File: src/rtl/spi_irq_pkg.sv
package spi_irq_pkg;

   localparam logic [7:0] OFS_REV       = 8'h00;
   localparam logic [7:0] OFS_SYSCFG    = 8'h10;
   localparam logic [7:0] OFS_SYSSTAT   = 8'h14;
   localparam logic [7:0] OFS_IRQST     = 8'h18;
   localparam logic [7:0] OFS_IRQEN     = 8'h1C;
   localparam logic [7:0] OFS_WKEN      = 8'h20;
   localparam logic [7:0] OFS_SYST      = 8'h24;
   localparam logic [7:0] OFS_MODCTL    = 8'h28;
   localparam logic [7:0] OFS_CH_BASE   = 8'h2C;
   localparam logic [7:0] OFS_CH_STRIDE = 8'h14;

   localparam logic [31:0] REV_CODE    = 32'h91;
   localparam logic [31:0] SYSCFG_KEEP = 32'h31D;

   localparam int MODCTL_W = 4;
   localparam int SYST_W   = 12;
   localparam int CHCONF_W = 23;

   localparam logic [MODCTL_W-1:0] MODCTL_RST = 4'h4;
   localparam logic [CHCONF_W-1:0] CHCONF_RST = 23'h060000;

   localparam int TEST_MODE_BIT  = 3;
   localparam int SYST_FORCE_BIT = 11;
   localparam int SOFTRST_BIT    = 1;

   typedef enum logic [3:0] {
      GR_NONE, GR_REV, GR_SYSCFG, GR_SYSSTAT, GR_IRQST,
      GR_IRQEN, GR_WKEN, GR_SYST, GR_MODCTL
   } greg_e;

   // The field order inside a channel bank follows the word order on the bus.
   typedef enum logic [2:0] {
      CF_CONF = 3'd0, CF_STAT = 3'd1, CF_CTRL = 3'd2,
      CF_TX   = 3'd3, CF_RX   = 3'd4, CF_NONE = 3'd7
   } chf_e;

   typedef struct packed {
      greg_e      greg;
      logic       ch_hit;
      logic [1:0] ch_idx;
      chf_e       field;
   } dec_t;

   // Implemented status bits: four in the first nibble, three in each
   // following nibble, and one bit above the last channel.
   function automatic logic [31:0] impl_mask(input int nch);
      logic [31:0] m;
      m = '0;
      for (int n = 0; n < nch; n++)
         m = m | ((n == 0 ? 32'hF : 32'h7) << (4 * n));
      m = m | (32'h1 << (4 * nch));
      return m;
   endfunction

endpackage

File: src/rtl/spi_irq_decode.sv
module spi_irq_decode
   import spi_irq_pkg::*;
#(
   parameter int NCH = 4,
   parameter int AW  = 8
) (
   input  logic [AW-1:0] addr,
   output dec_t          dec,
   output logic          hit
);

   localparam logic [31:0] STRIDE = 32'(OFS_CH_STRIDE);
   localparam logic [31:0] BASE   = 32'(OFS_CH_BASE);

   logic [31:0] a32;
   logic [31:0] lo;
   logic [31:0] rel;

   assign a32 = 32'(addr);

   always_comb begin
      dec = '{greg: GR_NONE, ch_hit: 1'b0, ch_idx: 2'd0, field: CF_NONE};
      lo  = '0;
      rel = '0;
      if (a32[1:0] == 2'b00) begin
         case (a32)
            32'(OFS_REV):     dec.greg = GR_REV;
            32'(OFS_SYSCFG):  dec.greg = GR_SYSCFG;
            32'(OFS_SYSSTAT): dec.greg = GR_SYSSTAT;
            32'(OFS_IRQST):   dec.greg = GR_IRQST;
            32'(OFS_IRQEN):   dec.greg = GR_IRQEN;
            32'(OFS_WKEN):    dec.greg = GR_WKEN;
            32'(OFS_SYST):    dec.greg = GR_SYST;
            32'(OFS_MODCTL):  dec.greg = GR_MODCTL;
            default:          dec.greg = GR_NONE;
         endcase
         for (int n = 0; n < NCH; n++) begin
            lo = BASE + STRIDE * 32'(n);
            if (a32 >= lo && a32 < lo + STRIDE) begin
               rel        = a32 - lo;
               dec.ch_hit = 1'b1;
               dec.ch_idx = 2'(n);
               dec.field  = chf_e'(rel[4:2]);
            end
         end
      end
   end

   assign hit = (dec.greg != GR_NONE) || dec.ch_hit;

endmodule

File: src/rtl/spi_irq_status.sv
module spi_irq_status #(
   parameter int               IRQW = 17,
   parameter logic [IRQW-1:0]  MASK = '1
) (
   input  logic            clk,
   input  logic            rst_n,
   input  logic            soft_rst,
   input  logic [IRQW-1:0] set_vec,
   input  logic            clr_wr,
   input  logic            clr_lock,
   input  logic [IRQW-1:0] clr_vec,
   input  logic            force_all,
   input  logic            en_wr,
   input  logic [IRQW-1:0] en_data,
   output logic [IRQW-1:0] st,
   output logic [IRQW-1:0] en,
   output logic            irq
);

   logic [IRQW-1:0] clr_eff;
   logic [IRQW-1:0] st_n;

   // A set arriving in the same cycle as a clear wins, because it is ORed after the clear.
   always_comb begin
      clr_eff = (clr_wr && !clr_lock) ? clr_vec : '0;
      st_n    = ((st & ~clr_eff) | set_vec | (force_all ? MASK : '0)) & MASK;
   end

   always_ff @(posedge clk or negedge rst_n) begin
      if (!rst_n) begin
         st <= '0;
         en <= '0;
      end else if (soft_rst) begin
         st <= '0;
         en <= '0;
      end else begin
         st <= st_n;
         if (en_wr) en <= en_data & MASK;
      end
   end

   always_comb irq = |(st & en);

endmodule

File: src/rtl/spi_irq_chbank.sv
module spi_irq_chbank
   import spi_irq_pkg::*;
(
   input  logic                clk,
   input  logic                rst_n,
   input  logic                soft_rst,
   input  logic                wr_conf,
   input  logic                wr_ctrl,
   input  logic                wr_tx,
   input  logic [31:0]         wdata,
   output logic [CHCONF_W-1:0] conf,
   output logic                en,
   output logic [31:0]         tx
);

   always_ff @(posedge clk or negedge rst_n) begin
      if (!rst_n) begin
         conf <= CHCONF_RST;
         en   <= 1'b0;
         tx   <= '0;
      end else if (soft_rst) begin
         conf <= CHCONF_RST;
         en   <= 1'b0;
         tx   <= '0;
      end else begin
         if (wr_conf) conf <= wdata[CHCONF_W-1:0];
         if (wr_ctrl) en   <= wdata[0];
         if (wr_tx)   tx   <= wdata;
      end
   end

endmodule

File: src/rtl/spi_irq_regs.sv
module spi_irq_regs
   import spi_irq_pkg::*;
#(
   parameter int NCH = 4,
   parameter int AW  = 8
) (
   input  logic                   clk,
   input  logic                   rst_n,
   input  logic                   bus_wr,
   input  logic                   bus_rd,
   input  logic [AW-1:0]          bus_addr,
   input  logic [31:0]            bus_wdata,
   output logic [31:0]            bus_rdata,
   output logic                   bus_err,
   input  logic [NCH-1:0]         tx_empty_evt,
   input  logic [NCH-1:0]         rx_full_evt,
   input  logic [NCH*32-1:0]      ch_stat_in,
   input  logic [NCH*32-1:0]      ch_rx_in,
   output logic [NCH*CHCONF_W-1:0] ch_conf,
   output logic [NCH-1:0]         ch_en,
   output logic [NCH*32-1:0]      ch_tx,
   output logic [NCH-1:0]         ch_tx_wr,
   output logic [NCH-1:0]         ch_rx_rd,
   output logic                   irq
);

   localparam int              IRQW     = 4 * NCH + 1;
   localparam logic [IRQW-1:0] IRQ_MASK = IRQW'(impl_mask(NCH));

   if (NCH < 1 || NCH > 4) begin : g_bad_nch
      $error("spi_irq_regs: NCH must lie in 1..4");
   end
   if (AW < 7) begin : g_bad_aw
      $error("spi_irq_regs: AW too narrow for the channel banks");
   end

   dec_t dec;
   logic dec_hit;

   spi_irq_decode #(.NCH(NCH), .AW(AW)) u_dec (
      .addr (bus_addr),
      .dec  (dec),
      .hit  (dec_hit)
   );

   logic [31:0]         sysconf_q;
   logic [SYST_W-1:0]   syst_q;
   logic [MODCTL_W-1:0] modctl_q;
   logic                wken_q;

   logic soft_rst, force_all, clr_lock;
   logic wr_irqst, wr_irqen;

   always_comb begin
      soft_rst  = bus_wr && dec.greg == GR_SYSCFG && bus_wdata[SOFTRST_BIT];
      clr_lock  = modctl_q[TEST_MODE_BIT] && syst_q[SYST_FORCE_BIT];
      force_all = (bus_wr && dec.greg == GR_SYST && bus_wdata[SYST_FORCE_BIT]
                   && modctl_q[TEST_MODE_BIT])
               || (bus_wr && dec.greg == GR_MODCTL && bus_wdata[TEST_MODE_BIT]
                   && syst_q[SYST_FORCE_BIT]);
      wr_irqst  = bus_wr && dec.greg == GR_IRQST;
      wr_irqen  = bus_wr && dec.greg == GR_IRQEN;
   end

   always_ff @(posedge clk or negedge rst_n) begin
      if (!rst_n) begin
         sysconf_q <= '0;
         syst_q    <= '0;
         modctl_q  <= MODCTL_RST;
         wken_q    <= 1'b0;
      end else if (soft_rst) begin
         sysconf_q <= bus_wdata & SYSCFG_KEEP;
         syst_q    <= '0;
         modctl_q  <= MODCTL_RST;
         wken_q    <= 1'b0;
      end else if (bus_wr) begin
         case (dec.greg)
            GR_SYSCFG: sysconf_q <= bus_wdata & SYSCFG_KEEP;
            GR_WKEN:   wken_q    <= bus_wdata[0];
            GR_SYST:   syst_q    <= bus_wdata[SYST_W-1:0];
            GR_MODCTL: modctl_q  <= bus_wdata[MODCTL_W-1:0];
            default:   ;
         endcase
      end
   end

   logic [IRQW-1:0] set_vec;
   logic [IRQW-1:0] irq_st;
   logic [IRQW-1:0] irq_en;

   always_comb begin
      set_vec = '0;
      for (int n = 0; n < NCH; n++) begin
         set_vec[4*n]     = tx_empty_evt[n];
         set_vec[4*n + 2] = rx_full_evt[n];
      end
   end

   spi_irq_status #(.IRQW(IRQW), .MASK(IRQ_MASK)) u_status (
      .clk       (clk),
      .rst_n     (rst_n),
      .soft_rst  (soft_rst),
      .set_vec   (set_vec),
      .clr_wr    (wr_irqst),
      .clr_lock  (clr_lock),
      .clr_vec   (bus_wdata[IRQW-1:0]),
      .force_all (force_all),
      .en_wr     (wr_irqen),
      .en_data   (bus_wdata[IRQW-1:0]),
      .st        (irq_st),
      .en        (irq_en),
      .irq       (irq)
   );

   for (genvar n = 0; n < NCH; n++) begin : g_ch
      logic sel;
      assign sel = dec.ch_hit && dec.ch_idx == 2'(n);

      spi_irq_chbank u_bank (
         .clk      (clk),
         .rst_n    (rst_n),
         .soft_rst (soft_rst),
         .wr_conf  (bus_wr && sel && dec.field == CF_CONF),
         .wr_ctrl  (bus_wr && sel && dec.field == CF_CTRL),
         .wr_tx    (bus_wr && sel && dec.field == CF_TX),
         .wdata    (bus_wdata),
         .conf     (ch_conf[n*CHCONF_W +: CHCONF_W]),
         .en       (ch_en[n]),
         .tx       (ch_tx[n*32 +: 32])
      );

      assign ch_tx_wr[n] = bus_wr && sel && dec.field == CF_TX;
      assign ch_rx_rd[n] = bus_rd && sel && dec.field == CF_RX;
   end

   int unsigned ci;
   logic [31:0] rd_val;

   always_comb begin
      ci     = 32'(dec.ch_idx);
      rd_val = '0;
      case (dec.greg)
         GR_REV:     rd_val = REV_CODE;
         GR_SYSCFG:  rd_val = sysconf_q;
         GR_SYSSTAT: rd_val = 32'h1;
         GR_IRQST:   rd_val = 32'(irq_st);
         GR_IRQEN:   rd_val = 32'(irq_en);
         GR_WKEN:    rd_val = 32'(wken_q);
         GR_SYST:    rd_val = 32'(syst_q);
         GR_MODCTL:  rd_val = 32'(modctl_q);
         default:    rd_val = '0;
      endcase
      if (dec.ch_hit && ci < NCH) begin
         case (dec.field)
            CF_CONF: rd_val = 32'(ch_conf[ci*CHCONF_W +: CHCONF_W]);
            CF_STAT: rd_val = ch_stat_in[ci*32 +: 32];
            CF_CTRL: rd_val = 32'(ch_en[ci]);
            CF_TX:   rd_val = ch_tx[ci*32 +: 32];
            CF_RX:   rd_val = ch_rx_in[ci*32 +: 32];
            default: rd_val = '0;
         endcase
      end
      bus_rdata = (bus_rd && dec_hit) ? rd_val : '0;
   end

   always_ff @(posedge clk or negedge rst_n) begin
      if (!rst_n) bus_err <= 1'b0;
      else        bus_err <= (bus_wr || bus_rd) && !dec_hit;
   end

endmodule

File: config.mk
export PLATFORM = sky130hd
export DESIGN_NAME = spi_irq_regs
export DESIGN_NICKNAME = d
export VERILOG_FILES = /design/src/rtl/spi_irq_pkg.sv /design/src/rtl/spi_irq_decode.sv /design/src/rtl/spi_irq_status.sv /design/src/rtl/spi_irq_chbank.sv /design/src/rtl/spi_irq_regs.sv
export SDC_FILE = /design/constraint.sdc
export NUM_CORES = 1
export LEC_CHECK = 0
export BUFFER_PORTS_ARGS = -buffer_cell sky130_fd_sc_hd__buf_2
export CORE_AREA = 3 3 220 222
export DETAILED_ROUTE_END_ITERATION = 8
export DIE_AREA = 0 0 223 225
export HOLD_SLACK_MARGIN = 0.02
export PLACE_DENSITY = 0.54
export SKIP_LAST_GASP = 1
export SYNTH_ARGS = -nofsm -noshare
export SYNTH_HDL_FRONTEND = slang
export SYNTH_SLANG_ARGS = --single-unit
File: constraint.sdc
create_clock -name clk -period 6.4 [get_ports clk]
set_input_delay 0.32 -clock clk [delete_from_list [all_inputs] [get_ports clk]]
set_output_delay 0.32 -clock clk [all_outputs]
set_load 0.01 [all_outputs]
==> flow_summary.ini <==
[clock_tree]
numCtsBuffers = 35
path_clk_slew_ns = 0.06
numClockSinks = 276
cts_tree = built
cts_max_level = 2
cts_setup_buffers = 0
clock_latency_ns = 0.55
cts_buffer_depth = 3
cts-root-buf = clkbuf_16

[sta]
setup_slack_ns = 1.009
tightest_slew_ns = 1.071
rsz0062_at_grt = false
fin_crit_sh_pct = 84.23
skew_ns = 0.01409
finalCriticalPeriod_ns = 5.391
max_freq_mhz = 185.5
hold_violations = 0
drv_slew = 0
whs_ns = 0.05145
relSlewSlack_pct = 28.62
tns_ns = 0
setup_viol = 0

[finish]
drive_gt1_share_pct = 30.00
utilization_pct = 43.28
nets = 2656
multi_input_area_sq_um = 7878
regArea_sq_um = 6918
design_area_sq_um = 20150
fillers = 4804
syn_to_final_growth_pct = 29.21

[grt]
grt_max_degree = 191
antenna_found_initial = 18
grt_pass1_wl_mm = 126.4
grt_pass1_vias = 17150
grtUsageTotal_pct = 34.21
overflow = 0

[route]
vias = 17700
via_per_inst = 5.930
firstDrtPassIters = 7
final_antenna_net_count = 0
drt-total-wl_mm = 90.16
wl_per_cell_microns = 30.21
dr.first_iter.drc_count = 1631
remaining_drc_errors = 0

[logic_synthesis]
async_reset_ff_share_pct = 100.0
synth_edf_count = 0
yosys-top-cells-area = dfrtp_1 (43%), nand2_1 (12%), a21oi_1 (10%), a221o_1 (6.6%), clkbuf_1 (3.1%)
syn_area_per_cell_sq_um = 8.308
yosys.cell_count.top_type = nand2_1
syn_nets = 2191
synth_seq_cells = 276
synth_flop_cell = dfrtp_1
netlist_instances = 1877
synth_top_area_cell = dfrtp_1
synth.distinct_cells = 61
synth_top_area_share_pct = 42.84
ys_warn_count = 0
syn_area_sq_um = 15590
synthTopCellsByCount = nand2_1 (506), a21oi_1 (325), dfrtp_1 (267)
ys_seq_area_share_pct = 44.36

[pwr]
clkPwrFrac_pct = 47.7
combPwrFrac_pct = 10.5
p_per_area_nw_per_um2 = 214.9
p_leak_nw = 9.689
p_sw_mw = 1.122
switching_share_pct = 25.92
irDropWorstVdd_mv = 0.2407
power.internal_mw = 3.208
seq_power_share_pct = 41.9

[placed_design]
dp_slack_ns = 1.105
gp_congestion = 1.012
port_buffers = 573
dp.final_hpwl_mm = 66.56
postPlaceCellArea_sq_um = 18850

[hold_path]
worstHoldEndpoint = g_ch[3].u_bank.tx[27]
min_path_cells = 3
min_from = bus_wdata[27]
hold_class = input port to flip-flop

[worst_setup_path]
cp-start-kind = input port
rrSetupSlack_ns = 4.67
path_max_fanout = 60
cp-startpoint = bus_addr[2]
cp.arrival_ns = 5.07
r2r_end = u_status.st[10]
worst-setup-path-type = input port to output port
critPathRequiredTime_ns = 6.08
crit-reg2reg-launch = syst_q[11]
crit_path_end_kind = output port
worst-r2r-cell-count = 5

[floorplanning]
die-area_sq_um = 50180
coreArea_sq_um = 46560
fp.dieW_microns = 223
start_util_pct = 33.50
row_count = 79
num_io_pins = 574
dieHeight_microns = 225

[job]
maxCapViolations = 0

[status]
outcome = finished, final reports clean
==> final cells by class <==
class	count	area share (%)
inverters	9	0.1676
repair buffers	623	16.63
flip-flops and latches	276	34.33
well taps	607	3.769
multi-input cells	1397	39.09
clock inverters	10	0.8196
diodes	10	0.1242
clock buffers	52	5.067
==> state kept, by name, indices dropped and copies added (netlist names) <==
signal            cells
g_ch.u_bank.tx      128
g_ch.u_bank.conf     92
u_status.en          14
u_status.st          14
syst_q               12
sysconf_q             6
g_ch.u_bank.en        4
modctl_q              4
bus_err               1
wken_q                1
==> per-layer routing <==
| metal | track usage [%] | up-vias | routed length, microns |
|---|---|---|---|
| li1 | - | 7713 | - |
| met1 | 43.17 | 8851 | 35430 |
| met2 | 56.56 | 954 | 42780 |
| met3 | 9.327 | 161 | 8461 |
| met4 | 12.18 | 16 | 3380 |
| met5 | 0 | - | 109 |
==> repair_timing <==
action / in CTS / in global routing
setup endpoints to repair: 0 / 0
resized for setup: 0 / 0
endpoints found under the hold margin: 112 / 0
hold buffers: 9 / 0
==> worst max-delay path, cell delays in order <==
cell      delay, ns
buf_2          0.16
inv_1          0.11
ha_1           0.28
nor3b_1        0.19
o311ai_1       0.68
nand2b_1       0.27
a31oi_1        0.53
and4_4         0.80
buf_12         0.34
a221o_1        0.33
a21oi_1        0.06
nor3_1         0.49
a32o_1         0.28
buf_2          0.13
==> how the worst max path moves through the flow <==
| stage | to | depth (start not counted) | slack, ns |
|---|---|---|---|
| finish | bus_rdata[3] | 14 | 1.01 |
| CTS | bus_rdata[12] | 14 | 1.09 |
| floorplan | bus_rdata[25] | 13 | 2.50 |
| detailed placement | bus_rdata[12] | 14 | 1.10 |
| global route | bus_rdata[3] | 14 | 0.87 |
| global placement | bus_rdata[12] | 14 | 1.14 |
==> stage by stage <==
stage	std cells	power, mW
floorplan	1877	2.000
global placement	2903	2.289
detailed placement	2903	2.288
CTS	2974	4.367
global route	2979	4.462
finish	2984	4.331
==> cells by family (layout without fill, tap and decap cells) <==
group                      after synthesis  count (layout)  synth area share [%]
other                                    0              10                     0
muxes                                   43              43                 2.816
buffers and inverters                  204             694                 5.600
AOI/OAI and AO/OA                      650             650                 28.20
xor gates and xnor gates                 3               3                0.1685
and+or+nand+nor                        695             695                 18.37
DFF                                    276             276                 44.36
adders and majority gates                6               6                0.4814
==> power groups by stage <==
stage / clock, mW / combinational [mW] / sequential [mW]
final: 2.06 / 0.454 / 1.81
after global routing: 2.16 / 0.485 / 1.81
after CTS: 2.10 / 0.451 / 1.81
after detailed placement: 0 / 0.445 / 1.84
after global placement: 0 / 0.448 / 1.84
after floorplan: 0 / 0.161 / 1.84
==> cell usage in the layout, fill, tap and decap left out, types with 9 or more instances in the layout <==
| cell type | count |
|---|---|
| mux2i_1 | 36 |
| diode_2 | 10 |
| clkbuf_16 | 36 |
| dlygate4sd3_1 | 9 |
| o21ai_0 | 39 |
| nand3_1 | 19 |
| a211oi_1 | 22 |
| nand2_1 | 505 |
| a221oi_1 | 39 |
| a21boi_0 | 37 |
| a21oi_1 | 324 |
| a32o_1 | 14 |
| a222oi_1 | 24 |
| nor3_1 | 26 |
| dfrtp_1 | 267 |
| buf_4 | 35 |
| nor2_1 | 73 |
| dfstp_2 | 9 |
| clkbuf_1 | 10 |
| a221o_1 | 103 |
| buf_2 | 572 |
No activity file was read; power rests on OpenSTA's default activity.
